### config.mk
export PLATFORM = sky130hd
export DESIGN_NAME = gcd_mmio_periph
export DESIGN_NICKNAME = d
export VERILOG_FILES = /design/src/rtl/gcd_mmio_pkg.sv /design/src/rtl/gcd_reg_decode.sv /design/src/rtl/gcd_engine.sv /design/src/rtl/gcd_glue.sv /design/src/rtl/gcd_mmio_periph.sv
export SDC_FILE = /design/constraint.sdc
export NUM_CORES = 1
export LEC_CHECK = 0
export ABC_AREA = 1
export BUFFER_PORTS_ARGS = -buffer_cell sky130_fd_sc_hd__buf_2
export CAP_MARGIN = 5
export CELL_PAD_IN_SITES_DETAIL_PLACEMENT = 0
export CELL_PAD_IN_SITES_GLOBAL_PLACEMENT = 1
export CORE_ASPECT_RATIO = 0.9
export CORE_MARGIN = 2
export CORE_UTILIZATION = 35
export DETAILED_ROUTE_END_ITERATION = 8
export GPL_TIMING_DRIVEN = 0
export PLACE_DENSITY = 0.76
export SETUP_SLACK_MARGIN = 0.5
export SLEW_MARGIN = 20
export SYNTH_ARGS = -nofsm -noshare
export SYNTH_HDL_FRONTEND = slang
export SYNTH_HIERARCHICAL = 1
export SYNTH_SLANG_ARGS = --single-unit
### constraint.sdc
create_clock -name clk_i -period 2.5 [get_ports clk_i]
set_input_delay 0.5 -clock clk_i [delete_from_list [all_inputs] [get_ports clk_i]]
set_output_delay 0.5 -clock clk_i [all_outputs]
set_load 0.01 [all_outputs]
### src/rtl/gcd_mmio_pkg.sv
package gcd_mmio_pkg;
  typedef enum logic [1:0] {ENG_IDLE, ENG_BUSY, ENG_DONE} eng_state_e;

  localparam int unsigned OFF_STATUS = 0;
  localparam int unsigned OFF_X      = 4;
  localparam int unsigned OFF_Y      = 8;
  localparam int unsigned OFF_RES    = 12;

  typedef struct packed {
    logic wr_x;
    logic wr_y;
    logic rd_stat;
    logic rd_res;
  } acc_strobe_t;
endpackage

### src/rtl/gcd_reg_decode.sv
module gcd_reg_decode
  import gcd_mmio_pkg::*;
#(
  parameter int unsigned ADDR_W = 4
) (
  input  logic [ADDR_W-1:0] addr_i,
  input  logic              we_i,
  input  logic              re_i,
  output acc_strobe_t       strb_o
);
  always_comb begin
    strb_o.wr_x    = we_i && (addr_i == ADDR_W'(OFF_X));
    strb_o.wr_y    = we_i && (addr_i == ADDR_W'(OFF_Y));
    strb_o.rd_stat = re_i && (addr_i == ADDR_W'(OFF_STATUS));
    strb_o.rd_res  = re_i && (addr_i == ADDR_W'(OFF_RES));
  end
endmodule

### src/rtl/gcd_engine.sv
module gcd_engine
  import gcd_mmio_pkg::*;
#(
  parameter int unsigned DATA_W = 32
) (
  input  logic              clk_i,
  input  logic              rst_ni,
  input  logic              in_valid_i,
  input  logic [DATA_W-1:0] x_i,
  input  logic [DATA_W-1:0] y_i,
  output logic              in_ready_o,
  output logic              out_valid_o,
  input  logic              out_ready_i,
  output logic [DATA_W-1:0] res_o
);
  eng_state_e        state_q;
  logic [DATA_W-1:0] a_q, b_q, res_q;

  assign in_ready_o  = (state_q == ENG_IDLE);
  assign out_valid_o = (state_q == ENG_DONE);
  assign res_o       = res_q;

  always_ff @(posedge clk_i or negedge rst_ni) begin
    if (!rst_ni) begin
      state_q <= ENG_IDLE;
      a_q     <= '0;
      b_q     <= '0;
      res_q   <= '0;
    end else begin
      unique case (state_q)
        ENG_IDLE: if (in_valid_i) begin
          // zero operand: answer is the other one, no iteration
          if (x_i == '0 || y_i == '0) begin
            res_q   <= x_i | y_i;
            state_q <= ENG_DONE;
          end else begin
            a_q     <= x_i;
            b_q     <= y_i;
            state_q <= ENG_BUSY;
          end
        end
        ENG_BUSY: begin
          if (a_q == '0) begin
            res_q   <= b_q;
            state_q <= ENG_DONE;
          end else if (b_q == '0) begin
            res_q   <= a_q;
            state_q <= ENG_DONE;
          end else if (a_q >= b_q) begin
            a_q <= a_q - b_q;
          end else begin
            b_q <= b_q - a_q;
          end
        end
        ENG_DONE: if (out_ready_i) state_q <= ENG_IDLE;
        default: state_q <= ENG_IDLE;
      endcase
    end
  end
endmodule

### src/rtl/gcd_glue.sv
module gcd_glue
  import gcd_mmio_pkg::*;
#(
  parameter int unsigned DATA_W = 32
) (
  input  logic              clk_i,
  input  logic              rst_ni,
  input  acc_strobe_t       strb_i,
  input  logic              re_i,
  input  logic [DATA_W-1:0] wdata_i,
  input  logic              in_ready_i,
  input  logic              out_valid_i,
  input  logic [DATA_W-1:0] res_i,
  output logic [DATA_W-1:0] x_o,
  output logic              in_valid_o,
  output logic              out_ready_o,
  output logic [DATA_W-1:0] rdata_o
);
  localparam int unsigned STAT_W = 2;

  logic [DATA_W-1:0] x_q, rdata_q, rd_mux;

  assign x_o         = x_q;
  assign in_valid_o  = strb_i.wr_y;
  assign out_ready_o = strb_i.rd_res;
  assign rdata_o     = rdata_q;

  always_comb begin
    rd_mux = '0;
    if (strb_i.rd_stat) rd_mux = {{(DATA_W-STAT_W){1'b0}}, out_valid_i, in_ready_i};
    else if (strb_i.rd_res) rd_mux = res_i;
  end

  always_ff @(posedge clk_i or negedge rst_ni) begin
    if (!rst_ni) begin
      x_q     <= '0;
      rdata_q <= '0;
    end else begin
      if (strb_i.wr_x) x_q <= wdata_i;
      if (re_i) rdata_q <= rd_mux;
    end
  end
endmodule

### src/rtl/gcd_mmio_periph.sv
module gcd_mmio_periph
  import gcd_mmio_pkg::*;
#(
  parameter int unsigned DATA_W = 32,
  parameter int unsigned ADDR_W = 4
) (
  input  logic              clk_i,
  input  logic              rst_ni,
  input  logic [ADDR_W-1:0] addr_i,
  input  logic              we_i,
  input  logic [DATA_W-1:0] wdata_i,
  input  logic              re_i,
  output logic [DATA_W-1:0] rdata_o
);
  acc_strobe_t       strb;
  logic              in_valid, in_ready, out_valid, out_ready;
  logic [DATA_W-1:0] x_val, res;

  gcd_reg_decode #(.ADDR_W(ADDR_W)) u_dec (
    .addr_i (addr_i),
    .we_i   (we_i),
    .re_i   (re_i),
    .strb_o (strb)
  );

  gcd_glue #(.DATA_W(DATA_W)) u_glue (
    .clk_i       (clk_i),
    .rst_ni      (rst_ni),
    .strb_i      (strb),
    .re_i        (re_i),
    .wdata_i     (wdata_i),
    .in_ready_i  (in_ready),
    .out_valid_i (out_valid),
    .res_i       (res),
    .x_o         (x_val),
    .in_valid_o  (in_valid),
    .out_ready_o (out_ready),
    .rdata_o     (rdata_o)
  );

  gcd_engine #(.DATA_W(DATA_W)) u_eng (
    .clk_i       (clk_i),
    .rst_ni      (rst_ni),
    .in_valid_i  (in_valid),
    .x_i         (x_val),
    .y_i         (wdata_i),
    .in_ready_o  (in_ready),
    .out_valid_o (out_valid),
    .out_ready_i (out_ready),
    .res_o       (res)
  );
endmodule

---- Yosys cells after proc, flatten, opt, wreduce, memory -nomap -nowiden ----
Cells that the tools add are included.
word-level totals
  flip-flop bits (word level) ............. 162
  input port bits ......................... 40
  output and inout port bits .............. 32
cells by class
  $add $sub $neg .......................... 2
  magnitude comparators ................... 1
  eq/ne operators ......................... 14
  mux-type cells .......................... 25
  bitwise logic cells ..................... 1
  reduce and logical (&&, ||, !) cells .... 16
operators with widths
  cell                                                                      number
  32-bit two-way mux                                                        16
  32-bit case mux with 2 select lines                                       3
  32-bit logical NOT                                                        4
  32-bit subtractor                                                         2
  32-bit greater-or-equal comparator                                        1
  32-bit OR                                                                 1
  2-bit inequality test (second input constant)                             6
  6-bit AND reduction                                                       2
  2-bit two-way mux                                                         5
  4-bit == test (second input constant)                                     2
  2-bit case mux with 3 select lines                                        1
  4-bit by 3-bit == test with 1-bit output (second input constant)          1
  1-bit logical AND                                                         4
  4-bit logical NOT                                                         1
  2-bit by 1-bit inequality test with 1-bit output (second input constant)  2
  4-bit AND reduction                                                       1
  3-bit by 1-bit inequality test with 1-bit output (second input constant)  1
  3-bit AND reduction                                                       1
  2-bit by 1-bit == test with 1-bit output (second input constant)          1
  2-bit == test (second input constant)                                     1
  2-bit logical NOT                                                         1
  2-bit nonzero test                                                        1
  1-bit logical OR                                                          1

---- Longest topological paths before layout ----
Gate-level depths: netlist (run 1).
  word-level depth ........................ 5
  depth in mapped cells ................... 18

---- Cells and area by module ----
The synthesis (run 1) kept the hierarchy.
modules (own cells, without submodules)
  module          instances  cells each  area each (µm²)  sequential area each (µm²)
  gcd_engine      1          1806        10152.2          2452.4
  gcd_glue        1          285         2885.3           1601.5
  gcd_reg_decode  1          13          51.3             0.0

---- Least setup slack after synthesis (run 1) ----
No wires, ideal clock.
  path kind ............................... register to register
  start point ............................. register u_eng.a_q[0]
  end point ............................... register u_eng.b_q[29]
  library setup time ...................... 0.116 ns
  arrival ................................. 2.109 ns
  setup slack ............................. 0.275 ns
  cell stages (with the launch flop) ...... 19
  buffers on the path ..................... 1
  path through ............................ dfrtp_1 -> inv_2 -> ha_1 -> fa_1 -> inv_1 -> nand3_1 -> nand3_1 -> nand2_1 -> nand2_2 -> nand2_1 -> nand3_1 -> nand2_1 -> nand2_1 -> nand2_1 -> nand2_4 -> inv_4 -> buf_6 -> nand2_1 -> nand2_1
between the ends
  word-level cells in the longest chain between the ends .. 5
  elaborated cells between the ends (all ways) .. 10
  classes of those cells .................. 1 x add/sub; 1 x order compare; 2 x eq/ne; 4 x mux; 2 x reduce/logical
RTL lines
  what                                 RTL line          text
  start, declared                      gcd_engine.sv:17  logic [DATA_W-1:0] a_q, b_q, res_q;
  start signal, assigned               gcd_engine.sv:37  a_q <= x_i;
  start signal, assigned               gcd_engine.sv:50  a_q <= a_q - b_q;
  32-bit subtractor                    gcd_engine.sv:52  b_q <= b_q - a_q;
  32-bit two-way mux                   gcd_engine.sv:49  end else if (a_q >= b_q) begin
  32-bit two-way mux                   gcd_engine.sv:46  end else if (b_q == '0) begin
  32-bit two-way mux                   gcd_engine.sv:43  if (a_q == '0) begin
  32-bit case mux with 2 select lines  gcd_engine.sv:30  unique case (state_q)
  end signal, assigned                 gcd_engine.sv:38  b_q <= y_i;
  end signal, assigned                 gcd_engine.sv:52
  end, declared                        gcd_engine.sv:17
Several ways; a longest one is shown, not always the timed one. The select of a mux whose other input is x is not followed.
A chain may end at the register's enable or synchronous reset.

---- Final worst setup path (run 1) ----
  start point ............................. register u_eng.a_q[24]
  end point ............................... register u_eng.a_q[19]
between the ends
  word-level cells in the longest chain between the ends .. 3
  elaborated cells between the ends (all ways) .. 5
  classes of those cells .................. 1 x order compare; 2 x eq/ne; 2 x reduce/logical
RTL lines
  what                                                                                                        RTL line
  32-bit greater-or-equal comparator / 32-bit logical NOT (equally long branches)                             gcd_engine.sv:49, gcd_engine.sv:43
  2-bit by 1-bit inequality test with 1-bit output (no line) / 2-bit inequality test (equally long branches)  n/a
  6-bit AND reduction (no line) *                                                                             n/a
Every way passes the cells marked *; elsewhere a longest branch is shown, timed or not.

==> impl_metrics.csv, run 1 <==
group,metric,value,unit
synth,synth_fp_nets,2209,
floorplan,die_area,39000,sq um
finish,stdcell_count,2813,
clocking,clock_latency,0.44,ns
outcome,status,"finished, final reports clean",
placement,io_buffers,71,
worst_setup_path,end_kind,"flop",
synth,synth.cell_area,13100,sq um
sta,fin_crit,2.36,ns
power,p_per_area,1590,nW/um^2
sta,slew_headroom,41.7,%
synth,ys_warn_count,6,
sta,finalWorstSetupSlack,0.143,ns
sta,tightest_slew,0.875,ns
global_route,grt_first_pass_wirelength,77400,um
clocking,cts_buffer_depth,2,
finish,fin_util,47.3,%
sta,tns,0,ns
floorplan,die_x,208,um
power,clkPwrFrac,10.1,%
placement,place_inst,2659,
sta,rsz0062_at_grt,"yes",
finish,fin_nets,2421,
worst_setup_path,cp.arrival,2.68,ns
synth,synth-seq-cells,162,
clocking,cts_hold_buf,0,
finish,area_growth,34.0,%
route,wl_per_cell,18.5,um
floorplan,io_pins,72,
synth,syn_area_per_cell,6.22,sq um
power,static-leakage-power,0.00919,uW
global_route,grt_max_degree,85,
power,combPwrFrac,73.6,%
finish,final_common_cell,"nand2_1",
sta,fmax,424,MHz
floorplan,rows,67,
synth,synthesis.instances,2104,
power,p_int,12900,uW
power,peakVddDrop,0.000634,V
worst_setup_path,critPathKind,"reg -> reg",
power,netSwitchingFraction,53.8,%
placement,hpwl,39500,um
route,drc,0,
worst_setup_path,required,2.83,ns
sta,fin_crit_sh,94.3,%
route,drtIter0Drc,1393,
sta,drv_slew,0,
global_route,grt.overflow.total,0,
clocking,htreeDepth,4,
sta,hold_viol_final,0,
global_route,antenna_found_initial,1,
clocking,tritoncts,"built",
route,antenna_left,0,
floorplan,core_area,37100,sq um
clocking,cts_buffers,17,
power,finalPower,27900,uW
global_route,track_usage,26.0,%
sta,finalClockSkew,0.00736,ns
route,viasPerCell,5.06,
job,maxCapViolations,0,
finish,final_cell_mix,"nand2_1, inv_1, dfrtp_1",
clocking,clkSlewWorstSetupHoldPaths,0.07,ns
placement,gp_congestion,0.916,
clocking,cts-root-buf,"clkbuf_16",
floorplan,start_util,35.3,%
synth,yosysSeqAreaShare,31.0,%
route,dr.pass1.iters,5,
synth,yosys.cell_types.count,37,
min_path,hp-class,"in -> async",
worst_setup_path,path_max_fanout,7,
clocking,numClockSinks,162,
route,drt-total-wl,52200,um
sta,finalSetupViolCount,0,
finish,n_fill_cell,3768,
power,seq_power_share,16.3,%
floorplan,die_h,187,um
power,p_switching,15000,uW
placement,dp_slack,-0.254,ns
route,vias,14226,
finish,drive_gt1_share,28.6,%
worst_setup_path,start_kind,"flop",
global_route,grt_pass1_vias,13278,
-- cells by family (layout without fill, tap and decap cells) --
family,after synthesis,in the layout,share of synthesized area [%]
AND/OR/NAND/NOR,1220,1220,37.5
flip-flops,162,162,31.0
adder cells (fa/ha/maj),65,65,6.33
AO/OA/AOI/OAI,224,224,10.4
XOR/XNOR,9,9,0.602
other,0,1,0
buffers and inverters,424,649,14.2
-- sequential cells by signal (all words and copies together), names as in the netlist --
name	cells
u_eng/a_q	32
u_glue/x_o	32
u_eng/res_o	32
u_glue/rdata_o	32
u_eng/b_q	32
u_eng/state_q	2
-- metrics by stage --
| stage | area, sq um | hold slack, ns |
|---|---|---|
| 6_report | 17500 | 0.0483 |
| 5_1_grt | 17500 | 0.0945 |
| 4_1_cts | 16200 | 0.0649 |
| 3_5_place_dp | 14200 | 0.492 |
| 3_3_place_gp | 14100 | 0.487 |
| 2_1_floorplan | 13200 | 0.204 |
-- final timing paths --
| check | slack (ns) | startpoint | depth (start not counted) | end |
|---|---|---|---|---|
| min | 0.05 | rst_ni | 1 | u_glue/x_o[26] |
| min in group clk_i | 0.30 | wdata_i[18] | 3 | u_glue/x_o[18] |
| max in group asynchronous | 1.58 | rst_ni | 2 | u_eng/a_q[5] |
| min reg2reg | 0.49 | u_eng/res_o[22] | 2 | u_eng/res_o[22] |
| max reg2reg | 0.14 | u_eng/a_q[24] | 13 | u_eng/a_q[19] |
| max | 0.14 | u_eng/a_q[24] | 13 | u_eng/a_q[19] |
-- area by class of cell --
class | count | area (sq um) | share of cell area, %
Tap cell | 483 | 604 | 3.45
Sequential cell | 162 | 4090 | 23.3
Antenna cell | 1 | 2.50 | 0.0143
Timing Repair Buffer | 193 | 1510 | 8.63
Multi-Input combinational cell | 1518 | 8610 | 49.1
Inverter | 356 | 1360 | 7.76
Buffer | 68 | 728 | 4.15
Clock buffer | 21 | 480 | 2.74
Clock inverter | 11 | 150 | 0.856
-- cells in the mapped netlist (all sizes together) --
library cell / number / share of area, %
xnor2: 6 / 0.40
xor2: 3 / 0.20
nand4: 37 / 1.8
nor2: 138 / 4.2
o31ai: 4 / 0.23
nand3: 109 / 4.2
nand3b: 4 / 0.23
clkbuf: 23 / 0.70
dfrtp: 162 / 31
o21bai: 4 / 0.23
ha: 63 / 6.0
o32ai: 1 / 0.067
a21o: 2 / 0.11
a21oi: 65 / 2.5
inv: 356 / 10
nor3: 7 / 0.35
o21ai: 116 / 4.4
buf: 45 / 3.2
o22ai: 32 / 2.9
nand2: 925 / 27
fa: 2 / 0.31
-- power groups by stage --
| stage | clock (uW) | sequential (uW) | combinational, uW |
|---|---|---|---|
| floorplan | 0 | 4050 | 10000 |
| global placement | 0 | 4450 | 14200 |
| detailed placement | 0 | 4500 | 14300 |
| CTS | 2840 | 4430 | 17500 |
| global route | 2960 | 4610 | 22300 |
| finish | 2800 | 4540 | 20500 |
-- critical path, cell delays in order, from the launching register on --
cell       delay (ns)
dfrtp_1          0.43
inv_1            0.12
ha_4             0.34
nand2_1          0.12
nor2_2           0.21
nand2_1          0.17
nor2_2           0.18
nor2_4           0.07
nand3_2          0.10
nand2_4          0.10
buf_6            0.15
clkbuf_16        0.16
nand2_4          0.05
nand2_1          0.05
-- per-layer routing --
metal	global-route usage (%)	up-vias	routed length (um)
met5	0	-	0
met4	8.95	0	1610
met3	4.84	78	3980
met2	39.8	536	23100
met1	36.5	6729	23400
li1	-	6883	-
-- what timing repair did --
| item | 4_1_cts | 5_1_grt |
|---|---|---|
| gates resized for setup | 224 | 304 |
| cloned | 2 | 8 |
| endpoints found under the setup margin | 97 | 97 |
| setup buffers | 67 | 44 |
| pin swaps | 38 | 77 |
| endpoints found under the hold margin | 0 | 0 |
(Power assumes the default switching activity.)
==> inputs of run 2 (changes only) <==
CORE_UTILIZATION = 44   (was 35)
PLACE_DENSITY = 0.9   (was 0.76)
==> run 2 against run 1 <==
Clock power down 7.1%. Sequential power down 3%. Power grew 0.84%. Sequential share of layout area is 0.056 points lower. Critical path depth increased by 5. Critical path type unchanged.
==> impl_metrics.csv, run 2 (synthesis results as in run 1) <==
group,metric,value,unit
global_route,globalRouteMet1Util,43.2,%
clocking,tritoncts,"built",
power,peakVddDrop,0.000878,V
clocking,clkSlewWorstSetupHoldPaths,0.07,ns
power,seq_power_share,15.7,%
finish,final_common_cell,"nand2_1",
power,combPwrFrac,75.0,%
finish,area_growth,34.2,%
finish,drive_gt1_share,29.6,%
route,drtIter0Drc,1407,
min_path,hp-class,"in -> async",
worst_setup_path,cp_slowest_cell,"dfrtp_1",
sta,fmax,431,MHz
route,drt-total-wl,51300,um
floorplan,die_x,186,um
route,drc,0,
sta,slew_headroom,44.4,%
finish,diodes,0,
global_route,grt_use_met2,50.0,%
worst_setup_path,crit_path_frequent_cell,"nand2_2",
global_route,grt_pass1_vias,13745,
floorplan,rows,59,
global_route,grt.overflow.total,0,
power,p_per_area,1600,nW/um^2
clocking,htreeDepth,4,
sta,drv_slew,0,
worst_setup_path,start_kind,"flop",
clocking,numClockSinks,162,
outcome,status,"finished, final reports clean",
route,vias,14702,
worst_setup_path,cpPeakStageDelay,0.40,ns
global_route,grt_first_pass_wirelength,75300,um
finish,final_cell_mix,"nand2_1, inv_1, dfrtp_1",
worst_setup_path,cp_cell_sequence,"inv_2, ha_4, fa_2, inv_2, nand3_2, nand3_4, nand2_2, nand2_2, nand2_2, nand3_2, nand2_2, nand2_2, nand2_2, nand2_4, inv_6, buf_12, nand2_1, nand2_1",
floorplan,start_util,45.0,%
power,netSwitchingFraction,53.9,%
global_route,antenna_found_initial,0,
sta,finalClockSkew,0.00785,ns
power,p_int,12900,uW
clocking,cts_buffer_depth,2,
route,wl_per_cell,18.7,um
placement,dp_slack,-0.212,ns
worst_setup_path,path_max_fanout,10,
floorplan,io_pins,72,
job,maxCapViolations,0,
worst_setup_path,critPathKind,"reg -> reg",
global_route,grt_use_met3,3.78,%
worst_setup_path,required,2.80,ns
sta,fin_crit_sh,92.8,%
sta,finalWorstSetupSlack,0.179,ns
sta,finalSetupViolCount,0,
placement,io_buffers,71,
route,antenna_left,0,
floorplan,die_h,168,um
sta,rsz0062_at_grt,"yes",
global_route,top_usage_layer,"met2",
clocking,clock_latency,0.43,ns
global_route,grt_max_degree,94,
clocking,cts_buffers,17,
floorplan,die_area,31100,sq um
power,static-leakage-power,0.00919,uW
finish,n_fill_cell,2750,
worst_setup_path,end_kind,"flop",
power,clkPwrFrac,9.3,%
worst_setup_path,cp.arrival,2.62,ns
sta,timing.hold.ws,0.101,ns
global_route,track_usage,31.7,%
sta,tightest_slew,0.834,ns
finish,fin_nets,2440,
route,viasPerCell,5.36,
power,p_switching,15200,uW
clocking,cts-root-buf,"clkbuf_16",
route,dr.pass1.iters,6,
placement,gp_congestion,0.986,
sta,fin_crit,2.32,ns
floorplan,core_area,29100,sq um
sta,hold_viol_final,0,
placement,hpwl,37100,um
## run 2: power by group through the flow
| stage | clock network, uW | logic [uW] | registers, uW |
|---|---|---|---|
| global route | 2730 | 22800 | 4470 |
| global placement | 0 | 14000 | 4390 |
| detailed placement | 0 | 14100 | 4420 |
| finish | 2600 | 21100 | 4410 |
| CTS | 2630 | 17700 | 4320 |
| floorplan | 0 | 10000 | 4050 |
## run 2: layer usage
| layer | routed length [um] | vias to the layer above |
|---|---|---|
| met2 | 23200 | 613 |
| li1 | - | 6926 |
| met1 | 21600 | 7005 |
| met3 | 3670 | 156 |
| met5 | 115 | - |
| met4 | 2720 | 2 |
## run 2: final timing paths
path	cells after the start	to	from	slack (ns)
min	1	u_eng/b_q[29]	rst_ni	0.10
max reg2reg	18	u_eng/b_q[0]	u_eng/a_q[0]	0.18
min in group clk_i	3	u_glue/x_o[30]	wdata_i[30]	0.32
max in group asynchronous	2	u_glue/x_o[4]	rst_ni	1.56
max	18	u_eng/b_q[0]	u_eng/a_q[0]	0.18
min reg2reg	2	u_eng/res_o[6]	u_eng/res_o[6]	0.49
## run 2: what timing repair did
item                       4_1_cts  5_1_grt
pin swaps                       42       64
setup endpoints to repair       97       97
buffers inserted                89       40
gates resized for setup        231      318
hold buffers                     0        0
gates cloned                     1       10
## run 2: layout make-up
| type | count | area (sq um) | area share, % |
|---|---|---|---|
| Sequential cell | 162 | 4090 | 23.3 |
| Clock buffer | 20 | 437 | 2.49 |
| Timing Repair Buffer | 212 | 1690 | 9.60 |
| Tap cell | 396 | 495 | 2.82 |
| Buffer | 68 | 708 | 4.03 |
| Inverter | 356 | 1360 | 7.74 |
| Multi-Input combinational cell | 1518 | 8650 | 49.3 |
| Clock inverter | 12 | 134 | 0.762 |
## run 2: critical path: cells and delay by family, from the launching register on
kind / cells / cell delay, ns
adder cells (fa/ha/maj): 2 / 0.52
buffers and inverters: 4 / 0.36
flip-flops: 1 / 0.40
AND/OR/NAND/NOR: 12 / 0.88
## run 2: metrics by stage
| stage | area [sq um] | instances | power (uW) | utilization (%) | TNS [ns] |
|---|---|---|---|---|---|
| after floorplan | 13200 | 2104 | 14100 | - | 0 |
| after global placement | 14000 | 2571 | 18400 | 48.2 | -272.63 |
| after detailed placement | 14000 | 2572 | 18500 | 48.3 | -11.51 |
| after CTS | 16200 | 2694 | 24600 | 55.6 | 0 |
| after global routing | 17600 | 2744 | 30000 | 60.4 | 0 |
| final | 17600 | 2744 | 28100 | 60.4 | 0 |
==> inputs of run 3 (changes only) <==
CELL_PAD_IN_SITES_DETAIL_PLACEMENT = not set   (was 0)
CELL_PAD_IN_SITES_GLOBAL_PLACEMENT = not set   (was 1)
CORE_UTILIZATION = 50   (was 44)
PLACE_DENSITY = 0.76   (was 0.9)
==> run 3 against run 2 <==
Register-to-register slack got worse by 0.07 ns. Sequential share of layout area increased by 1.6 points. Critical endpoint is now u_eng/b_q[20]. Wire length decreased by 3.9%. Largest cell class unchanged.
==> impl_metrics.csv, run 3 (synthesis results as in run 1) <==
group,metric,value,unit
finish,fin_util,63.3,%
sta,fin_crit_sh,95.5,%
global_route,grt_first_pass_wirelength,73800,um
sta,hold_viol_final,0,
outcome,status,"finished, final reports clean",
power,clkPwrFrac,9.9,%
global_route,grt_max_degree,102,
clocking,cts_buffers,17,
placement,place_inst,2524,
finish,stdcell_area,16400,sq um
placement,post_dp_cell_area,14000,sq um
power,peakVddDrop,0.000591,V
route,viasPerCell,5.51,
power,p_int,11700,uW
sta,drv_slew,0,
route,dr.pass1.iters,6,
power,netSwitchingFraction,55.4,%
global_route,grt_pass1_vias,13461,
route,antenna_left,0,
min_path,hp-class,"in -> async",
global_route,track_usage,35.0,%
sta,fmax,419,MHz
global_route,antenna_found_initial,1,
route,drc,0,
floorplan,die_area,27500,sq um
worst_setup_path,start_kind,"flop",
floorplan,die_x,175,um
worst_setup_path,path_max_fanout,7,
route,wl_per_cell,18.7,um
sta,rsz0062_at_grt,"yes",
job,maxCapViolations,0,
placement,hpwl,36800,um
clocking,clock_latency,0.43,ns
placement,io_buffers,71,
finish,stdcell_count,2636,
clocking,numClockSinks,162,
route,drt-total-wl,49300,um
sta,fin_crit,2.39,ns
clocking,tritoncts,"built",
sta,tightest_slew,0.861,ns
sta,finalSetupViolCount,0,
worst_setup_path,worstRegToRegCells,15,
floorplan,io_pins,72,
floorplan,rows,56,
finish,drive_gt1_share,22.5,%
power,seq_power_share,17.3,%
worst_setup_path,end_kind,"flop",
global_route,grt_use_met3,6.47,%
sta,slew_headroom,42.6,%
clocking,htreeDepth,4,
finish,fin_nets,2379,
route,vias,14528,
sta,tns,0,ns
power,p_switching,14500,uW
global_route,grt.overflow.total,0,
power,static-leakage-power,0.00873,uW
clocking,clkSlewWorstSetupHoldPaths,0.08,ns
clocking,cts-root-buf,"clkbuf_16",
global_route,top_usage_layer,"met2",
clocking,cts_buffer_depth,2,
worst_setup_path,required,2.81,ns
finish,final_cell_mix,"nand2_1, inv_1, dfrtp_1",
finish,n_fill_cell,2342,
sta,timing.hold.ws,0.00748,ns
placement,gp_congestion,0.971,
power,p_per_area,1600,nW/um^2
floorplan,start_util,50.5,%
worst_setup_path,critPathKind,"reg -> reg",
global_route,grt_use_met2,56.2,%
route,drtIter0Drc,1779,
floorplan,core_area,25900,sq um
sta,finalClockSkew,0.0125,ns
floorplan,die_h,157,um
clocking,cts_hold_buf,0,
worst_setup_path,cp.arrival,2.69,ns
global_route,globalRouteMet1Util,47.6,%
finish,area_growth,25.3,%
finish,final_common_cell,"nand2_1",
power,combPwrFrac,72.9,%
==> run 3: cell count changes in the layout (fill, tap and decap cells not counted), sizes merged <==
| cell | change |
|---|---|
| buf | -63 |
| inv | +10 |
| clkinv | -4 |
| bufinv | -2 |
| clkinvlp | -2 |
| diode | +1 |
==> run 3: critical path, cell delays in order, from the launching register on <==
cell and delay, ns:
dfrtp_1 0.52, ha_4 0.38, nand2_1 0.07, inv_2 0.12
nand2_4 0.08, nor2_4 0.20, nand3_2 0.11, nand3_2 0.09
nand2_2 0.07, nand2_2 0.07, nand2_2 0.06, nand2_4 0.11
inv_6 0.08, clkbuf_16 0.16, nand2_1 0.07, nand2_1 0.06
==> run 3: timing repair <==
item,in CTS,in global routing
pin swaps,53,25
endpoints found under the setup margin,97,97
buffers inserted,51,19
cloned,6,3
gates resized for setup,230,106
==> run 3: per-layer routing <==
layer	routed length (um)	up-vias
met1	20500	6748
met3	5250	142
li1	-	6783
met2	21600	855
met5	0	-
met4	1970	0
==> run 3: path summary, 6_finish.rpt <==
| kind | startpoint | slack, ns | endpoint |
|---|---|---|---|
| worst max-delay path | u_eng/b_q[10] | 0.11 | u_eng/b_q[20] |
| worst min-delay path | rst_ni | 0.007 | u_glue/rdata_o[26] |
| min in group clk_i | wdata_i[3] | 0.32 | u_glue/x_o[3] |
| worst min register to register | u_glue/rdata_o[1] | 0.51 | u_glue/rdata_o[1] |
| worst max register to register | u_eng/b_q[10] | 0.11 | u_eng/b_q[20] |
| max in group asynchronous | rst_ni | 1.59 | u_eng/b_q[31] |
==> run 3: metrics by stage <==
step	setup WS [ns]	power (uW)
after floorplan	0.395	14100
after global placement	-1.50	18300
after detailed placement	-0.181	18500
after CTS	0.221	23800
after global routing	0.0302	27900
final	0.114	26200
==> run 3: final cells by class <==
type | count | area, sq um | area share, %
Multi-Input combinational cell | 1518 | 8160 | 49.8
Sequential cell | 162 | 4090 | 24.9
Inverter | 356 | 1350 | 8.25
Timing Repair Buffer | 151 | 1110 | 6.77
Buffer | 68 | 687 | 4.19
Tap cell | 348 | 435 | 2.65
Clock buffer | 18 | 429 | 2.62
Clock inverter | 14 | 135 | 0.824
Antenna cell | 1 | 2.50 | 0.0153
==> run 3: power groups by stage <==
stage          clock (uW)  sequential, uW  combinational, uW
2_1_floorplan           0            4050              10000
3_3_place_gp            0            4390              13900
3_5_place_dp            0            4430              14100
4_1_cts              2590            4380              16900
5_1_grt              2710            4560              20700
6_report             2580            4520              19100
